<file path="src/rtl/qrs_beat_detect.sv">
module qrs_beat_detect #(
  parameter int SW        = 12,
  parameter int CW        = 10,
  parameter int SAMPLE_HZ = 120,
  parameter int STRETCH   = 8,
  localparam int DIVIDEND = 60 * SAMPLE_HZ,
  localparam int RATE_W   = $clog2(DIVIDEND + 1),
  localparam int SCW      = $clog2(STRETCH + 1),
  localparam int DCW      = $clog2(RATE_W + 1)
) (
  input  logic                 clk,
  input  logic                 rst_n,
  input  logic                 smp_valid,
  input  logic signed [SW-1:0] smp,
  input  logic signed [SW-1:0] thresh,
  input  logic        [SW-1:0] hyst,
  input  logic        [CW-1:0] inhibit,
  output logic                 beat,
  output logic                 indicator,
  output logic [RATE_W-1:0]    rate,
  output logic                 rate_valid
);

  typedef enum logic [1:0] {ARMED, LOCKOUT, WAIT_LOW} st_t;

  localparam logic [RATE_W-1:0] DVD  = DIVIDEND[RATE_W-1:0];
  localparam logic [CW-1:0]     IMAX = '1;

  st_t              st;
  logic [CW-1:0]    lock_cnt;
  logic [CW-1:0]    ivl;
  logic             have_prev;
  logic [SCW-1:0]   str_cnt;

  logic [CW-1:0]    divisor;
  logic [CW:0]      rem;
  logic [RATE_W-1:0] quo;
  logic [RATE_W-1:0] dsh;
  logic [DCW-1:0]   dcnt;

  logic signed [SW:0] low_lvl;
  logic               above, below, hit, start;
  logic [CW:0]        rs;
  logic               ge;

  assign low_lvl = $signed({thresh[SW-1], thresh}) - $signed({1'b0, hyst});
  assign above   = smp > thresh;
  assign below   = $signed({smp[SW-1], smp}) < low_lvl;
  assign hit     = smp_valid && (st == ARMED) && above;
  assign start   = hit && have_prev && (ivl != IMAX);

  assign indicator = (str_cnt != '0);

  assign rs = {rem[CW-1:0], dsh[RATE_W-1]};
  assign ge = rs >= {1'b0, divisor};

  always_ff @(posedge clk) begin
    if (!rst_n) begin
      st       <= ARMED;
      lock_cnt <= '0;
      beat     <= 1'b0;
    end else begin
      beat <= hit;
      if (smp_valid) begin
        case (st)
          ARMED: if (above) begin
            lock_cnt <= inhibit;
            st       <= (inhibit == '0) ? WAIT_LOW : LOCKOUT;
          end
          LOCKOUT: begin
            lock_cnt <= lock_cnt - CW'(1);
            if (lock_cnt == CW'(1)) st <= WAIT_LOW;
          end
          WAIT_LOW: if (below) st <= ARMED;
          default: st <= ARMED;
        endcase
      end
    end
  end

  always_ff @(posedge clk) begin
    if (!rst_n)          str_cnt <= '0;
    else if (hit)        str_cnt <= SCW'(STRETCH);
    else if (indicator)  str_cnt <= str_cnt - SCW'(1);
  end

  always_ff @(posedge clk) begin
    if (!rst_n) begin
      ivl       <= '0;
      have_prev <= 1'b0;
    end else if (smp_valid) begin
      if (hit) begin
        ivl       <= '0;
        have_prev <= 1'b1;
      end else if (ivl != IMAX) begin
        ivl <= ivl + CW'(1);
      end
    end
  end

  always_ff @(posedge clk) begin
    if (!rst_n) begin
      divisor    <= '0;
      rem        <= '0;
      quo        <= '0;
      dsh        <= '0;
      dcnt       <= '0;
      rate       <= '0;
      rate_valid <= 1'b0;
    end else begin
      rate_valid <= 1'b0;
      if (start) begin
        divisor <= ivl + CW'(1);
        rem     <= '0;
        quo     <= '0;
        dsh     <= DVD;
        dcnt    <= DCW'(RATE_W);
      end else if (dcnt != '0) begin
        rem  <= ge ? (rs - {1'b0, divisor}) : rs;
        quo  <= {quo[RATE_W-2:0], ge};
        dsh  <= {dsh[RATE_W-2:0], 1'b0};
        dcnt <= dcnt - DCW'(1);
        if (dcnt == DCW'(1)) begin
          rate       <= {quo[RATE_W-2:0], ge};
          rate_valid <= 1'b1;
        end
      end
    end
  end

endmodule


</file>
<file path="config.mk">
export PLATFORM = sky130hd
export DESIGN_NAME = qrs_beat_detect
export DESIGN_NICKNAME = d
export VERILOG_FILES = /design/src/rtl/qrs_beat_detect.sv
export SDC_FILE = /design/constraint.sdc
export NUM_CORES = 1
export LEC_CHECK = 0
export ABC_AREA = 1
export BUFFER_PORTS_ARGS = -buffer_cell sky130_fd_sc_hd__buf_2
export CORE_ASPECT_RATIO = 1.25
export CORE_UTILIZATION = 44
export DETAILED_ROUTE_END_ITERATION = 6
export REMOVE_ABC_BUFFERS = 1
export SYNTH_ARGS = -nofsm -noshare
export SYNTH_HDL_FRONTEND = slang
export SYNTH_SLANG_ARGS = --single-unit
</file>
<file path="constraint.sdc">
create_clock -name clk -period 9.7 [get_ports clk]
set_input_delay 1.94 -clock clk [delete_from_list [all_inputs] [get_ports clk]]
set_output_delay 1.94 -clock clk [all_outputs]
set_load 0.03 [all_outputs]
</file>
# Yosys cells after proc, flatten, opt, wreduce, memory -nomap -nowiden
# Index checks and enable logic that the tools add are counted.
# classes
addsub	6
order_cmp	3
n_eq_ne	8
n_mux	17
bitwise_logic	3
n_reduce_logical	20
# op_table
cell	count
10-bit 2-to-1 mux	4
13-bit 2-to-1 mux	2
10-bit one-hot mux with 2 select lines	1
4-bit 2-to-1 mux	4
12-bit by 13-bit < comparator with 1-bit output	1
12-bit by 13-bit subtractor with 13-bit output	1
12-bit > comparator	1
11-bit by 10-bit >= comparator with 1-bit output	1
10-bit by 1-bit adder with 10-bit output (second input constant)	1
10-bit by 1-bit equality test with 1-bit output (second input constant)	1
10-bit zero test	1
10-bit inequality test (second input constant)	1
10-bit by 1-bit subtractor with 10-bit output (second input constant)	1
10-bit subtractor	1
2-bit 2-to-1 mux	4
2-bit nonzero test	4
4-bit nonzero test	2
4-bit by 1-bit subtractor with 4-bit output (second input constant)	2
2-bit inequality test (second input constant)	3
2-bit one-hot mux with 3 select lines	1
3-bit AND reduction	2
4-bit by 1-bit equality test with 1-bit output (second input constant)	1
1-bit logical AND	4
2-bit AND reduction	2
8 further kinds	11
# word_totals
ff_bits	86
inputBits	49

# Depth between registers and ports, before layout
# Gate-level depths: netlist of the first run.
# logic_depth
word_depth	7
mapped_depth	20
depth_no_buf	20

# Worst setup path after synthesis of the first run
# Ideal clock, no wire load.
# synth_timing
path_kind	input -> register
start	input port thresh[0]
end	register st[1]
setup_ns	0.113
arrival_time_ns	4.442
required_time_ns	9.587
setup_slack_ns	5.145
path_stages	20
path_buffers	0
path_cell_list	inv_1 > ha_1 > fa_1 > nor4_1 > nor2_1 > o21ai_0 > a21oi_1 > xor2_1 > ha_1 > nand2_1 > nor2_1 > inv_1 > nor2_1 > nand2_1 > nand2_1 > nand2_1 > nand3_1 > nand3_1 > nor2_1 > nor2_1
# synth_via
elab_chain_cells	4
elab_cells_between_ends	6
cone_classes	add/sub (1); order compare (2); eq/ne (2); reduce/logical (1)
# synth_rtl
element	line	rtl
start, declared	15	input logic signed [SW-1:0] thresh,
12-bit by 13-bit subtractor with 13-bit output	46	assign low_lvl = $signed({thresh[SW-1], thresh}) - $signed({1'b0, hyst});
12-bit by 13-bit < comparator with 1-bit output	48	assign below = $signed({smp[SW-1], smp}) < low_lvl;
2-bit inequality test (no line)	--	
4-bit AND reduction (no line) (*)	--	
end signal, assigned	68	st <= (inhibit == '0) ? WAIT_LOW : LOCKOUT;
end, declared	29	st_t st;
# Mark *: on every way between the ends. The rest lies on a longest branch, timed or not.
# A chain may end at the register's enable or synchronous reset.

# Worst setup path after layout of the first run
# Same ends and word-level chain as after synthesis.

==> impl_metrics.yaml, run 1 <==
run_status:
  outcome: "finished, final reports clean"
grt:
  grt_pass1_vias: 4867
  grt_pass1_wl_mm: 20.7
  globalRouteOverflowTotal: 0
  antenna_found_initial: 0
  grt_max_degree: 48
  track_usage: 0.188
timing:
  grt_setup_unrepaired: "no"
  fin_skew_ns: 0.00990
  fin_crit_ns: 4.64
  finalSetupViolations: 0
  setup-tns-final_ns: 0
  whs_ns: 0.458
  hold_violations: 0
  relSlewSlack: 0.576
  fmax_mhz: 215
  fin_crit_sh: 0.478
  tightest_slew_ns: 0.633
  slew_viol_final: 0
drt:
  drc_errors: 0
  viasPerCell: 4.86
  vias: 5281
  routed_wl_mm: 12.4
  ant_nets: 0
  drtPass1Iterations: 4
  wl_per_cell_um: 11.4
  drt_iter0_drc: 172
clocking:
  post_cts_resized: 0
  post-cts-setup-buffers: 0
  cts_made_buffers: 9
  cts_sinks: 86
  tritoncts: "done"
  clkTransAtPathRegs_ns: 0.06
  clk_latency_ns: 0.34
  hold_buffers: 0
  cts_max_level: 3
  root_buffer: "clkbuf_16"
  clockBufferDepth: 2
setup_path:
  start_kind: "primary input"
  arrival_ns: 4.88
  reg2reg_setup_slack_ns: 7.05
  required_ns: 9.94
  worstPathMaxFanout: 3
  reg2reg_from: "divisor[4]"
  crit_path_end_kind: "flop"
  crit_start: "thresh[0]"
  path_class: "in -> reg"
  r2r-end: "rem[3]"
  reg2regPathDepth: 11
floorplan:
  ios: 65
  start_util: 0.452
  die_w_um: 104
  coreArea_um2: 12700
  dieArea_um2: 13500
  die_h_um: 129
  num_rows: 46
final_layout:
  nets: 1018
  area_growth_pct: 12.9
  diodes: 0
  drive_gt1_frac: 0.119
  fillers: 1377
synth:
  synthesis.area_um2: 5720
  syn_inst: 858
  ys_seq_area_frac: 0.301
  synthFlopType: "dfxtp_1"
  async_reset_ff_frac: 0
  yosysWarnings: 0
  synth-seq-cells: 86
  synth_edf_count: 0
  yosysUniqueCellTypes: 39
  syn-mean-instance-area_um2: 6.66
flow_run:
  cap_violations: 0
min_path:
  hold_depth: 2
  worstHoldStart: "have_prev"
  hold-path-endpoint: "have_prev"
  hp-class: "reg -> reg"
power:
  p_leak_uw: 0.00318
  vdd_ir_drop_max_uv: 143
  powerDensity_nw_per_um2: 257
placement:
  place.gp.congestion: 0.795
  port_buffers: 64
  hpwl_mm: 9.15
## critical path: stages
cell and delay (ns):
buf_2 0.09, inv_1 0.04, ha_1 0.23, fa_1 0.44, nor4_1 0.32, nor2_1 0.12, o21ai_0 0.32, a21oi_1 0.13
xor2_1 0.16, ha_1 0.29, nand2_1 0.05, nor2_1 0.11, inv_1 0.05, nor2_1 0.09, nand2_1 0.07, nand2_1 0.07
nand2_1 0.04, nand3_1 0.08, nand3_1 0.08, nor2_1 0.10, nor2_1 0.05
## layout by cell type, fill, tap and decap left out, types with 3 or more instances in the layout
cell         n
inv_1      118
nand2_1    200
o31ai_1      3
nor3_1      10
o211ai_1     3
ha_1        53
a21oi_1     79
nand3_1     44
clkbuf_16    9
or2_2        3
buf_4        4
nor4_1       3
dfxtp_1     86
nor2_1     109
o21ai_0     46
nand3_2      7
nand2_2      6
nor2_2       3
xnor2_1      8
buf_2       64
nand4_1     14
inv_6        4
xor2_1      18
## report_power, final
group | total (uW) | internal [uW] | switching [uW]
Sequential | 481 | 435 | 45.8
Clock | 362 | 205 | 157
Combinational | 817 | 293 | 524
Total | 1660 | 934 | 726
## logic make-up after synthesis
family,Yosys count,share of synthesized area
buffers and inverters,145,0.104
DFF,86,0.301
adders and majority gates,55,0.123
xor gates and xnor gates,26,0.0398
AOI/OAI and AO/OA,143,0.132
and+or+nand+nor,403,0.300
## Yosys cell counts (2+ instances only)
cell	instances	area, um^2
inv_1	118	443
nor2_1	110	413
xor2_1	18	158
clkbuf_1	11	41.3
nand2_2	6	37.5
a21oi_1	79	395
dfxtp_1	86	1720
buf_2	6	30.0
buf_6	5	56.3
clkinv_1	2	7.51
or2_2	3	18.8
inv_2	2	7.51
ha_1	53	663
o211ai_1	3	22.5
nor2_2	2	12.5
nand3_1	44	220
nand4_1	14	87.6
nor4_1	3	18.8
o31ai_1	3	22.5
fa_1	2	40.0
nand3_2	7	70.1
o22ai_1	2	12.5
nand2_1	200	751
nor3_1	10	50.1
o21a_1	2	15.0
o21ai_0	46	230
a31oi_1	2	12.5
xnor2_1	8	70.1
## worst max-delay path by stage
stage | end | slack [ns]
after floorplan | st[1] | 5.14
after global placement | st[1] | 4.75
final | st[1] | 5.06
after global routing | st[1] | 4.65
after CTS | st[1] | 5.09
after detailed placement | st[1] | 4.74
## state kept, by name, summed over array words and instances, names as in the netlist, 8 cells and up
signal    flops
dsh           8
rem          10
ivl          10
lock_cnt     10
divisor      10
rate         13
quo          12
## layer usage
layer / track usage / wire [um]
met5: 0 / 0
met4: 0.0655 / 207
met3: 0.0302 / 283
met2: 0.360 / 6090
met1: 0.209 / 5790
## area by class of cell
type                            instances  area [um^2]  area share
Timing Repair Buffer                   68          350      0.0543
Tap cell                              168          210      0.0326
Inverter                              122          458      0.0709
Clock inverter                          7         83.8      0.0130
Sequential cell                        86         1720       0.267
Multi-Input combinational cell        627         3410       0.528
Clock buffer                            9          225      0.0349
## per-stage QoR
stage          cell area, um^2  cells  worst slack, ns  utilization  power (uW)
2_1_floorplan             5580    835             5.14            -        1120
3_3_place_gp              6150   1071             4.75        0.485        1310
3_5_place_dp              6150   1071             4.74        0.485        1310
4_1_cts                   6450   1087             5.09        0.510        1680
5_1_grt                   6450   1087             4.65        0.510        1820
6_report                  6450   1087             5.06        0.510        1660
(Power assumes the default switching activity.)
==> run 2, diff against run 1 <==
- clock period: 9.7 -> 4.4 ns (I/O delays scaled with it)
==> run 2 against run 1 <==
Against the previous run: non-clock buffer count stayed put; hold slack improved by 0.0021 ns; critical path type unchanged; die area did not move; wire length is 1.6% lower; largest cell class unchanged; global-route usage is 0.22 points higher.
==> impl_metrics.yaml, run 2 (synthesized netlist as in run 1, its figures left out) <==
grt:
  grt_pass1_wl_mm: 21.0
  grt_max_degree: 47
  grt_pass1_vias: 4919
  globalRouteOverflowTotal: 0
  antenna_found_initial: 0
  track_usage: 0.190
drt:
  wl_per_cell_um: 11.2
  routed_wl_mm: 12.2
  drt_iter0_drc: 258
  drtPass1Iterations: 4
  drc_errors: 0
  viasPerCell: 4.86
  ant_nets: 0
  vias: 5283
final_layout:
  area_growth_pct: 13.0
  drive_gt1_frac: 0.119
  final_area_um2: 6460
  diodes: 0
  most-common-layout-cells: "200 x nand2_1, 118 x inv_1, 109 x nor2_1"
  top_register: "rate"
  nets: 1018
  reg.largest.list: "rate x13, quo x12"
  largest_reg_flops: 13
  fin_cells: 1087
  final_common_cell: "nand2_1"
floorplan:
  ios: 65
  num_rows: 46
  start_util: 0.452
  die_h_um: 129
  die_w_um: 104
  coreArea_um2: 12700
  dieArea_um2: 13500
timing:
  fmax_mhz: 278
  fin_crit_ns: 3.59
  hold_violations: 0
  whs_ns: 0.460
  setup-tns-final_ns: 0
  fin_crit_sh: 0.817
  slew_viol_final: 0
  tightest_slew_ns: 0.630
  relSlewSlack: 0.579
  grt_setup_unrepaired: "no"
  fin_skew_ns: 0.00954
  finalSetupViolations: 0
clocking:
  hold_buffers: 0
  clkTransAtPathRegs_ns: 0.07
  cts_sinks: 86
  cts_max_level: 3
  post-cts-setup-buffers: 0
  cts_made_buffers: 9
  post_cts_resized: 0
  root_buffer: "clkbuf_16"
  clk_latency_ns: 0.34
  tritoncts: "done"
  clockBufferDepth: 2
setup_path:
  crit_family: "simple AND/OR/NAND/NOR gates"
  cp_cell_sequence: "buf_2 > inv_1 > ha_1 > fa_1 > nor4_1 > nor2_1 > o21ai_0 > a21oi_1 > xor2_1 > ha_1 > nand2_1 > nor2_1 > inv_1 > nor2_1 > nand2_1 > nand2_1 > nand2_1 > nand3_1 > nand3_1 > nor2_1 > nor2_1"
  worstPathMaxFanout: 3
  critical-path-max-stage-delay_ns: 0.44
  crit_path_end_kind: "flop"
  cp_num_buf_inv: 3
  arrival_ns: 3.82
  start_kind: "primary input"
  crit_top_cell: "nor2_1"
  path_class: "in -> reg"
  critPathSlowestCell: "fa_1"
  required_ns: 4.63
placement:
  dp.cells: 1071
  hpwl_mm: 9.00
  port_buffers: 64
  place.gp.congestion: 0.783
  place_area_um2: 6150
power:
  vdd_ir_drop_max_uv: 223
  powerDensity_nw_per_um2: 564
  p_leak_uw: 0.00319
min_path:
  hp-class: "reg -> reg"
run_status:
  outcome: "finished, final reports clean"
flow_run:
  cap_violations: 0
==> run 2: layer usage <==
metal,vias up,track usage,share of wire
met3,15,0.0272,0.026
met4,0,0.0756,0.020
met1,2330,0.214,0.46
li1,2868,-,-
met2,70,0.360,0.50
met5,-,0,0
==> run 2: final cells by class <==
type                       count  area [um^2]
clock buffer                  10          239
tap                          168          210
timing repair buffer          68          350
clock inverter                 6         75.1
inverter                     122          458
fill                        1334         6200
sequential                    86         1720
multi-input combinational    627         3410
==> run 2: power breakdown <==
part	switching, uW	total [uW]	internal, uW
clock network	330	797	467
logic	1140	1790	647
registers	99.3	1060	960
total	1570	3650	2070
==> run 2: worst paths after layout <==
path                    from      to  slack, ns  cells past startpoint
hold / removal        dsh[5]  dsh[6]       0.46                      2
setup / recovery   thresh[0]   st[1]       0.81                     21
hold reg to reg       dsh[5]  dsh[6]       0.46                      2
setup reg to reg  divisor[4]  rem[3]       1.83                     11
==> run 2: worst register-to-register path: stages, from the launching register on <==
cell and delay, ns:
dfxtp_1 0.33, inv_1 0.05, ha_1 0.34, a21oi_1 0.25
o21ai_0 0.15, a21oi_1 0.14, nand3_1 0.46, inv_1 0.43
nand2_1 0.09, nand2_1 0.07, nand2_1 0.05, a21oi_1 0.13
==> run 2: per-stage QoR <==
step,total power (uW),util,setup slack (ns)
6_report,3650,0.510,0.806
3_5_place_dp,2880,0.485,0.492
3_3_place_gp,2880,0.485,0.523
2_1_floorplan,2470,-,0.905
4_1_cts,3690,0.510,0.841
5_1_grt,4010,0.510,0.500
==> run 3, diff against run 2 <==
- clock period: 4.4 -> 3.7 ns (I/O delays scaled with it)
==> run 3 against run 2 <==
Against the previous run: cell count up 0.55%; sequential power grew 19%; worst setup slack worse by 0.37 ns; hold slack got worse by 0.0027 ns; critical path depth did not move; first-iteration DRC count shrank 29%; critical endpoint unchanged; highest routed layer unchanged.
==> impl_metrics.yaml, run 3 (synthesized netlist as in run 1, its figures left out) <==
grt:
  track_usage: 0.190
  grt_max_degree: 29
  antenna_found_initial: 0
  globalRouteOverflowTotal: 0
  grt_pass1_vias: 4816
  grt_pass1_wl_mm: 21.0
drt:
  routed_wl_mm: 12.5
  met1_length_mm: 5.68
  routed.top_layer: "met4"
  drt_iter0_drc: 182
  drc_errors: 0
  vias: 5296
  wl_per_cell_um: 11.4
  ant_nets: 0
  wl_met3_um: 331
  drtPass1Iterations: 4
  met2_length_mm: 6.28
  viasPerCell: 4.85
placement:
  place_area_um2: 6200
  port_buffers: 64
  place.gp.congestion: 0.801
  hpwl_mm: 9.47
setup_path:
  reg2reg_setup_slack_ns: 1.50
  worstPathMaxFanout: 3
  crit_family: "simple AND/OR/NAND/NOR gates"
  critPathSlowestCell: "fa_1"
  r2r-end: "rem[3]"
  cp.depth: 21
  crit_end: "st[1]"
  reg2regPathDepth: 12
  crit_top_cell: "nor2_1"
  required_ns: 3.94
  reg2reg_from: "divisor[4]"
  critical-path-max-stage-delay_ns: 0.44
  start_kind: "primary input"
  path_class: "in -> reg"
  crit_path_end_kind: "flop"
  arrival_ns: 3.51
  crit_start: "thresh[0]"
  cp_cell_sequence: "buf_2 > inv_1 > ha_1 > fa_1 > nor4_1 > nor2_1 > o21ai_1 > a21oi_1 > xor2_1 > ha_1 > nand2_1 > nor2_1 > inv_1 > nor2_1 > nand2_1 > nand2_1 > nand2_1 > nand3_1 > nand3_1 > nor2_1 > nor2_1"
  cp_num_buf_inv: 3
clocking:
  clkTransAtPathRegs_ns: 0.07
  post-cts-setup-buffers: 0
  root_buffer: "clkbuf_16"
  cts_made_buffers: 9
  cts_sinks: 86
  cts_max_level: 3
  tritoncts: "done"
  clockBufferDepth: 2
  clk_latency_ns: 0.35
timing:
  fin_skew_ns: 0.00944
  setup-tns-final_ns: 0
  finalSetupViolations: 0
  hold_violations: 0
  fin_crit_sh: 0.883
  relSlewSlack: 0.614
  fin_crit_ns: 3.27
  fmax_mhz: 306
  grt_setup_unrepaired: "no"
  slew_viol_final: 0
  tightest_slew_ns: 0.578
  whs_ns: 0.457
final_layout:
  fillers: 1342
  final_common_cell: "nand2_1"
  diodes: 0
  drive_gt1_frac: 0.124
  nets: 1024
  area_growth_pct: 13.8
  reg.largest.list: "rate x13, quo x12"
  top_register: "rate"
  largest_reg_flops: 13
  most-common-layout-cells: "200 x nand2_1, 118 x inv_1, 109 x nor2_1"
  final_area_um2: 6500
floorplan:
  coreArea_um2: 12700
  die_h_um: 129
  die_w_um: 104
  num_rows: 46
  dieArea_um2: 13500
  ios: 65
  start_util: 0.452
power:
  p_leak_uw: 0.00321
  swShare: 0.443
  clock_power_share: 0.208
  sequentialPowerShare: 0.291
  powerDensity_nw_per_um2: 666
  vdd_ir_drop_max_uv: 295
  p_total_uw: 4340
  combPwrFrac: 0.501
  p_switching_uw: 1920
  p_int_uw: 2410
run_status:
  outcome: "finished, final reports clean"
min_path:
  hp-class: "reg -> reg"
flow_run:
  cap_violations: 0
==> run 3: changes by cell type in the layout (fill, tap and decap cells not counted), sizes merged <==
| cell | before | now |
|---|---|---|
| clkbuf | 10 | 9 |
| buf | 68 | 74 |
| bufinv | 1 | 0 |
| clkinv | 3 | 5 |
==> run 3: routing by layer <==
layer,GRT usage,vias up
met3,0.0352,17
met5,0,-
met4,0.0597,0
met2,0.358,75
met1,0.217,2316
li1,-,2888
==> run 3: timing repair <==
item	in CTS	in global routing
endpoints found under the setup margin	0	2
hold buffers	0	0
hold endpoints to repair	0	0
resized for setup	0	1
==> run 3: worst register-to-register path: cells and delay by family, from the launching register on <==
kind | cells | cell delay (ns)
compound gates | 4 | 0.72
buf+inv | 3 | 0.47
fa+ha+maj | 1 | 0.35
flops | 1 | 0.33
simple gates | 4 | 0.27
==> run 3: power groups by stage <==
stage	Clock (uW)	Sequential [uW]	Combinational [uW]
after floorplan	0	1360	1580
after global placement	0	1280	2180
after detailed placement	0	1280	2180
after CTS	928	1260	2190
after global routing	965	1290	2510
final	903	1260	2170
==> run 3: final cells by class <==
cell class	instances	area (um^2)	share of cell area
clock buffers	9	225	0.0346
clock inverters	7	76.3	0.0117
inverters	122	458	0.0704
multi-input cells	627	3410	0.524
flip-flops and latches	86	1720	0.265
well taps	168	210	0.0323
repair buffers	74	408	0.0627
==> run 3: stage by stage <==
stage | worst slack (ns) | cells | utilization
after global placement | 0.0151 | 1077 | 0.490
after global routing | 0.0212 | 1093 | 0.514
after detailed placement | -0.00813 | 1077 | 0.490
final | 0.433 | 1093 | 0.514
after floorplan | 0.345 | 835 | -
after CTS | 0.351 | 1093 | 0.514
==> run 3: how the worst min path moves through the flow <==
stage	from	endpoint	slack, ns	cells after the start
2_1_floorplan	have_prev	have_prev	0.44	2
3_3_place_gp	dsh[5]	dsh[6]	0.45	2
3_5_place_dp	have_prev	have_prev	0.45	2
4_1_cts	have_prev	have_prev	0.46	2
5_1_grt	dsh[6]	dsh[6]	0.49	2
6_report	have_prev	have_prev	0.46	2
